<file path="src/rtl/pt_walk_pkg.sv">
package pt_walk_pkg;

  typedef enum logic [2:0] {
    WS_IDLE,
    WS_RD1,
    WS_WT1,
    WS_RD2,
    WS_WT2,
    WS_DONE,
    WS_FLT
  } walk_state_e;

endpackage

</file>
<file path="src/rtl/pt_pte_dec.sv">
module pt_pte_dec #(
  parameter int PTE_W = 32,
  parameter int FRM_W = 20
) (
  input  logic [PTE_W-1:0] pte,
  output logic             pte_ok,
  output logic [FRM_W-1:0] pte_frame
);
  localparam int FLAG_W = PTE_W - FRM_W;

  function automatic logic entry_valid(input logic [PTE_W-1:0] e);
    return e[0];
  endfunction

  function automatic logic [FRM_W-1:0] entry_frame(input logic [PTE_W-1:0] e);
    return e[PTE_W-1 -: FRM_W];
  endfunction

  logic pte_unused_bits;

  assign pte_ok          = entry_valid(pte);
  assign pte_frame       = entry_frame(pte);
  assign pte_unused_bits = ^pte[FLAG_W-1:1];

endmodule

</file>
<file path="src/rtl/pt_addr_gen.sv">
module pt_addr_gen #(
  parameter int FRM_W  = 20,
  parameter int IDX_W  = 10,
  parameter int ENT_LG = 2
) (
  input  logic                      sel_l2,
  input  logic [FRM_W-1:0]          root_frm,
  input  logic [FRM_W-1:0]          tbl_frm,
  input  logic [IDX_W-1:0]          idx_l1,
  input  logic [IDX_W-1:0]          idx_l2,
  output logic [FRM_W+IDX_W+ENT_LG-1:0] addr
);
  localparam int ADDR_W = FRM_W + IDX_W + ENT_LG;

  function automatic logic [ADDR_W-1:0] entry_addr(input logic [FRM_W-1:0] frm,
                                                   input logic [IDX_W-1:0] idx);
    return {frm, idx, {ENT_LG{1'b0}}};
  endfunction

  assign addr = sel_l2 ? entry_addr(tbl_frm, idx_l2) : entry_addr(root_frm, idx_l1);

endmodule

</file>
<file path="src/rtl/pt_walk_fsm.sv">
module pt_walk_fsm
  import pt_walk_pkg::*;
(
  input  logic        clk,
  input  logic        rst_n,
  input  logic        req_valid,
  input  logic        mem_req_ready,
  input  logic        mem_rsp_valid,
  input  logic        pte_ok,
  output walk_state_e state_o,
  output logic        req_ready,
  output logic        mem_req_valid,
  output logic        rsp_valid,
  output logic        rsp_fault,
  output logic        evt_accept,
  output logic        evt_l1_ok,
  output logic        evt_l2_ok,
  output logic        evt_flt_l1,
  output logic        evt_flt_l2
);
  walk_state_e st_q, st_d;

  assign req_ready     = (st_q == WS_IDLE);
  assign mem_req_valid = (st_q == WS_RD1) || (st_q == WS_RD2);
  assign rsp_valid     = (st_q == WS_DONE) || (st_q == WS_FLT);
  assign rsp_fault     = (st_q == WS_FLT);
  assign evt_accept    = req_ready && req_valid;
  assign evt_l1_ok     = (st_q == WS_WT1) && mem_rsp_valid && pte_ok;
  assign evt_flt_l1    = (st_q == WS_WT1) && mem_rsp_valid && !pte_ok;
  assign evt_l2_ok     = (st_q == WS_WT2) && mem_rsp_valid && pte_ok;
  assign evt_flt_l2    = (st_q == WS_WT2) && mem_rsp_valid && !pte_ok;
  assign state_o       = st_q;

  always_comb begin
    st_d = st_q;
    case (st_q)
      WS_IDLE: if (req_valid)     st_d = WS_RD1;
      WS_RD1:  if (mem_req_ready) st_d = WS_WT1;
      WS_WT1:  if (mem_rsp_valid) st_d = pte_ok ? WS_RD2 : WS_FLT;
      WS_RD2:  if (mem_req_ready) st_d = WS_WT2;
      WS_WT2:  if (mem_rsp_valid) st_d = pte_ok ? WS_DONE : WS_FLT;
      WS_DONE: st_d = WS_IDLE;
      WS_FLT:  st_d = WS_IDLE;
      default: st_d = WS_IDLE;
    endcase
  end

  always_ff @(posedge clk or negedge rst_n) begin
    if (!rst_n) st_q <= WS_IDLE;
    else        st_q <= st_d;
  end

  AST_L1_FAULT_STOPS: assert property (@(posedge clk) disable iff (!rst_n)
    evt_flt_l1 |=> (rsp_fault && !mem_req_valid));

  AST_L2_FAULT_ENDS: assert property (@(posedge clk) disable iff (!rst_n)
    evt_flt_l2 |=> (rsp_valid && rsp_fault));

  AST_RD_NEEDS_GRANT: assert property (@(posedge clk) disable iff (!rst_n)
    (mem_req_valid && !mem_req_ready) |=> mem_req_valid);

endmodule

</file>
<file path="src/rtl/pt_walker.sv">
module pt_walker
  import pt_walk_pkg::*;
#(
  parameter int VA_W  = 32,
  parameter int IDX_W = 10,
  parameter int OFF_W = 12,
  parameter int PTE_W = 32
) (
  input  logic                  clk,
  input  logic                  rst_n,
  input  logic                  req_valid,
  output logic                  req_ready,
  input  logic [VA_W-1:0]       req_vaddr,
  input  logic [VA_W-OFF_W-1:0] root_frame,
  output logic                  mem_req_valid,
  input  logic                  mem_req_ready,
  output logic [VA_W-1:0]       mem_req_addr,
  input  logic                  mem_rsp_valid,
  input  logic [PTE_W-1:0]      mem_rsp_data,
  output logic                  rsp_valid,
  output logic                  rsp_fault,
  output logic                  rsp_level,
  output logic [VA_W-OFF_W-1:0] rsp_frame,
  output logic [VA_W-1:0]       rsp_paddr
);
  localparam int FRM_W  = VA_W - OFF_W;
  localparam int ENT_LG = OFF_W - IDX_W;

  walk_state_e      st;
  logic             evt_accept, evt_l1_ok, evt_l2_ok, evt_flt_l1, evt_flt_l2;
  logic             pte_ok;
  logic [FRM_W-1:0] pte_frame;
  logic [VA_W-1:0]  va_q;
  logic [FRM_W-1:0] root_q, tbl_q, frm_q;
  logic             lvl_q;

  pt_walk_fsm u_fsm (
    .clk           (clk),
    .rst_n         (rst_n),
    .req_valid     (req_valid),
    .mem_req_ready (mem_req_ready),
    .mem_rsp_valid (mem_rsp_valid),
    .pte_ok        (pte_ok),
    .state_o       (st),
    .req_ready     (req_ready),
    .mem_req_valid (mem_req_valid),
    .rsp_valid     (rsp_valid),
    .rsp_fault     (rsp_fault),
    .evt_accept    (evt_accept),
    .evt_l1_ok     (evt_l1_ok),
    .evt_l2_ok     (evt_l2_ok),
    .evt_flt_l1    (evt_flt_l1),
    .evt_flt_l2    (evt_flt_l2)
  );

  pt_pte_dec #(.PTE_W(PTE_W), .FRM_W(FRM_W)) u_dec (
    .pte       (mem_rsp_data),
    .pte_ok    (pte_ok),
    .pte_frame (pte_frame)
  );

  pt_addr_gen #(.FRM_W(FRM_W), .IDX_W(IDX_W), .ENT_LG(ENT_LG)) u_agen (
    .sel_l2   (st == WS_RD2),
    .root_frm (root_q),
    .tbl_frm  (tbl_q),
    .idx_l1   (va_q[VA_W-1 -: IDX_W]),
    .idx_l2   (va_q[OFF_W +: IDX_W]),
    .addr     (mem_req_addr)
  );

  always_ff @(posedge clk or negedge rst_n) begin
    if (!rst_n) begin
      va_q   <= '0;
      root_q <= '0;
      tbl_q  <= '0;
      frm_q  <= '0;
      lvl_q  <= 1'b0;
    end else begin
      if (evt_accept) begin
        va_q   <= req_vaddr;
        root_q <= root_frame;
      end
      if (evt_l1_ok)  tbl_q <= pte_frame;
      if (evt_l2_ok)  frm_q <= pte_frame;
      if (evt_flt_l1) lvl_q <= 1'b0;
      if (evt_flt_l2) lvl_q <= 1'b1;
    end
  end

  assign rsp_level = rsp_fault & lvl_q;
  assign rsp_frame = rsp_fault ? '0 : frm_q;
  assign rsp_paddr = rsp_fault ? '0 : {frm_q, va_q[OFF_W-1:0]};

  AST_RSP_ONE_CYCLE: assert property (@(posedge clk) disable iff (!rst_n)
    rsp_valid |=> (!rsp_valid && req_ready));

  AST_BUSY_AFTER_ACCEPT: assert property (@(posedge clk) disable iff (!rst_n)
    (req_valid && req_ready) |=> !req_ready);

  AST_REQ_ADDR_HELD: assert property (@(posedge clk) disable iff (!rst_n)
    (mem_req_valid && !mem_req_ready) |=> $stable(mem_req_addr));

  AST_OK_AFTER_DATA: assert property (@(posedge clk) disable iff (!rst_n)
    ($rose(rsp_valid) && !rsp_fault) |-> $past(mem_rsp_valid));

  AST_IDLE_NO_READ: assert property (@(posedge clk) disable iff (!rst_n)
    req_ready |-> !mem_req_valid);

endmodule

</file>
<file path="config.mk">
export PLATFORM = sky130hd
export DESIGN_NAME = pt_walker
export DESIGN_NICKNAME = d
export VERILOG_FILES = /design/src/rtl/pt_walk_pkg.sv /design/src/rtl/pt_pte_dec.sv /design/src/rtl/pt_addr_gen.sv /design/src/rtl/pt_walk_fsm.sv /design/src/rtl/pt_walker.sv
export SDC_FILE = /design/constraint.sdc
export NUM_CORES = 1
export LEC_CHECK = 0
export ABC_AREA = 1
export CORE_ASPECT_RATIO = 1.5
export CORE_MARGIN = 2
export CORE_UTILIZATION = 45
export DETAILED_ROUTE_END_ITERATION = 10
export PLACE_DENSITY = 0.86
export SYNTH_ARGS = -nofsm -noshare
export SYNTH_HDL_FRONTEND = slang
export SYNTH_SLANG_ARGS = --single-unit
</file>
<file path="constraint.sdc">
create_clock -name clk -period 1.6 [get_ports clk]
set_input_delay 0.32 -clock clk [delete_from_list [all_inputs] [get_ports clk]]
set_output_delay 0.32 -clock clk [all_outputs]
set_load 0.01 [all_outputs]
</file>
==> impl_metrics.env <==
export IMPL_row_count=46
export IMPL_crit_family="buffers and inverters"
export IMPL_clkTransAtPathRegs_ns=0.07
export IMPL_port_buffers=164
export IMPL_io_pin_count=178
export IMPL_maxCapViolCount=0
export IMPL_clk_latency_ns=0.34
export IMPL_pwr_share_comb_pct=54.3
export IMPL_path_cells="inv_2 -> nor2_4 -> inv_2 -> nor2_4 -> inv_4 -> buf_16 -> nand2_1 -> inv_1 -> buf_2"
export IMPL_drt_wirelength_per_cell_um=17.1
export IMPL_drc=0
export IMPL_p_clk_share_pct=17.2
export IMPL_rr_startpoint="u_fsm.state_o[1]$_DFFE_PN0P_"
export IMPL_cts_path_max_buffers=2
export IMPL_avgSynthCellArea_sq_um=7.56
export IMPL_powerDensity_nw_per_um2=2040
export IMPL_fp_dieH_um=131
export IMPL_slowest_delay_ns=0.38
export IMPL_cp_start_kind="register"
export IMPL_required_ns=1.28
export IMPL_final_core_util_pct=71.5
export IMPL_end_kind="primary output"
export IMPL_fillers=790
export IMPL_fin_crit_sh_pct=122
export IMPL_layout_area_seq_sq_um=2400
export IMPL_min_path_type="in -> reg"
export IMPL_synthesis_instances=638
export IMPL_hold_depth=3
export IMPL_period_minus_slack_ns=1.95
export IMPL_hold_violations=0
export IMPL_r2r_end="frm_q[19]$_DFFE_PN0P_"
export IMPL_cts_made_buffers=9
export IMPL_diodes=0
export IMPL_grt_pass1_wl_um=22600
export IMPL_violations="setup timing"
export IMPL_hold_ws_ns=0.396
export IMPL_ys_warn_count=0
export IMPL_irDropWorstVdd_uv=980
export IMPL_synth_seq_cells=96
export IMPL_grt_ovfl_total=0
export IMPL_p_total_w=0.0154
export IMPL_die_area_sq_um=11600
export IMPL_worst_slack_ns=-0.354
export IMPL_root_buffer="clkbuf_16"
export IMPL_intPower_w=0.00923
export IMPL_rsz0062_at_grt="yes"
export IMPL_slew_viol_final=0
export IMPL_via_count=5015
export IMPL_min_from="req_valid"
export IMPL_p_seq_share_pct=28.5
export IMPL_crit_buf_inv=6
export IMPL_r2r_slack_ns=-0.23
export IMPL_fin_skew_ns=0.00513
export IMPL_fp_dieW_um=88.6
export IMPL_grt_use_total_pct=25.5
export IMPL_cts_tree="done"
export IMPL_async_flop_share_pct=100
export IMPL_dp_slack_ns=-0.322
export IMPL_syn_area_sq_um=4830
export IMPL_drt_iter0_markers=368
export IMPL_nNetsFinal=912
export IMPL_yosysSeqAreaShare_pct=49.8
export IMPL_cp_slowest_cell="dfrtp_1"
export IMPL_power_switching_w=0.00612
export IMPL_grt_pass1_vias=4617
export IMPL_drt_vias_per_instance=5.16
export IMPL_synth_cell_types=24
export IMPL_syn2layout_area_growth_pct=56.2
export IMPL_antenna_left=0
export IMPL_holdPathEnd="va_q[25]$_DFFE_PN0P_"
export IMPL_ys_flop_type="dfrtp_1"
export IMPL_leakage_nw=4.10
export IMPL_synth_edff_count=0
export IMPL_status="complete, but fails checks"
export IMPL_hpwlAfterDp_um=9550
export IMPL_final_cell_mix="nand2_1 (214), dfrtp_1 (96), nand3_1 (80)"
export IMPL_worstPathArrival_ns=1.63
export IMPL_place_gp_congestion=0.928
export IMPL_wl_um=16700
export IMPL_p_sw_share_pct=39.9
export IMPL_coreArea_sq_um=10500
export IMPL_cp_max_fo=10
export IMPL_grt_max_degree=40
export IMPL_worstSetupPathType="reg -> out"
export IMPL_rr_worst_depth=10
export IMPL_setup_violations=161
export IMPL_cts_sink_count=96
export IMPL_htreeDepth=3
export IMPL_initial_core_util_pct=45.8
export IMPL_final_common_cell="nand2_1"
export IMPL_fmax_ghz=0.512
export IMPL_first_pass_iters=5
export IMPL_drive_gt1_share_pct=29.3
export IMPL_multiInputGateArea_sq_um=1940
export IMPL_setup_tns_ns=-32.30
export IMPL_antenna_found_initial=0
==> power by group through the flow <==
| stage | Clock [W] | Combinational, W | Sequential (W) |
|---|---|---|---|
| after floorplan | 0 | 0.00400 | 0.00409 |
| after global placement | 0 | 0.00707 | 0.00424 |
| after detailed placement | 0 | 0.00723 | 0.00427 |
| after CTS | 0.00266 | 0.00713 | 0.00428 |
| after global routing | 0.00275 | 0.00899 | 0.00449 |
| final | 0.00264 | 0.00834 | 0.00437 |
==> worst register-to-register path, stage by stage, from the launching register on <==
cell and delay, ns:
dfrtp_1 0.40, buf_4 0.17, buf_12 0.15, nor2_4 0.10
buf_6 0.13, nand2_4 0.06, nor3_4 0.18, buf_6 0.17
bufbuf_16 0.27, nand2_1 0.05, o21ai_0 0.08
==> cell families (layout without fill, tap and decap cells) <==
group / Yosys count / count (layout) / synth area share [%]
other cells: 1 / 2 / 0.0777
flops: 96 / 96 / 49.8
compound gates: 43 / 43 / 4.46
simple gates: 355 / 355 / 31.3
buf+inv: 143 / 332 / 14.4
==> cell type report <==
class	instances	area share, %
flip-flops and latches	96	31.9
repair buffers	232	30.9
multi-input cells	400	25.8
inverters	84	4.22
clock buffers	10	3.17
well taps	144	2.39
clock inverters	6	1.73
==> per-layer routing <==
layer | vias to the layer above | global-route usage [%] | routed length (um)
met2 | 237 | 44.8 | 8950
met1 | 2413 | 30.7 | 6110
met5 | - | 0 | 0
met3 | 61 | 3.77 | 921
met4 | 0 | 10.9 | 682
li1 | 2304 | - | -
==> per-stage QoR <==
stage | cells | area (sq um)
global placement | 922 | 6640
floorplan | 639 | 4840
global route | 972 | 7540
detailed placement | 922 | 6640
finish | 972 | 7540
CTS | 959 | 7110
==> Yosys cell counts (4+ instances only) <==
| cell | number | area share (%) |
|---|---|---|
| buf_2 | 19 | 2.0 |
| buf_4 | 25 | 3.9 |
| buf_6 | 5 | 1.2 |
| clkbuf_1 | 8 | 0.62 |
| dfrtp_1 | 96 | 50 |
| inv_1 | 80 | 6.2 |
| inv_2 | 4 | 0.31 |
| nand2_1 | 249 | 19 |
| nand3_1 | 91 | 9.4 |
| o21ai_0 | 35 | 3.6 |
| o21ai_1 | 6 | 0.62 |
==> sequential cells by signal, indices dropped and copies added (netlist names) <==
signal	cells
va_q	32
frm_q	20
root_q	20
tbl_q	20
u_fsm.state_o	3
lvl_q	1
==> timing repair <==
item	in CTS	in global routing
hold buffers	1	0
hold endpoints to repair	18	0
buffers inserted	15	12
pin swaps	22	8
setup endpoints to repair	120	162
gates cloned	7	7
gates resized for setup	410	68
==> worst max path at each step <==
stage / depth (start not counted) / to / startpoint
detailed placement: 9 / rsp_frame[16] / u_fsm.state_o[1]$_DFFE_PN0P_
CTS: 9 / mem_req_addr[30] / u_fsm.state_o[0]$_DFFE_PN0P_
floorplan: 10 / rsp_paddr[12] / u_fsm.state_o[1]$_DFFE_PN0P_
finish: 9 / rsp_paddr[19] / u_fsm.state_o[1]$_DFFE_PN0P_
global route: 9 / rsp_paddr[19] / u_fsm.state_o[1]$_DFFE_PN0P_
global placement: 9 / rsp_frame[9] / u_fsm.state_o[1]$_DFFE_PN0P_
Note: power is estimated with default switching activity, not from simulation.
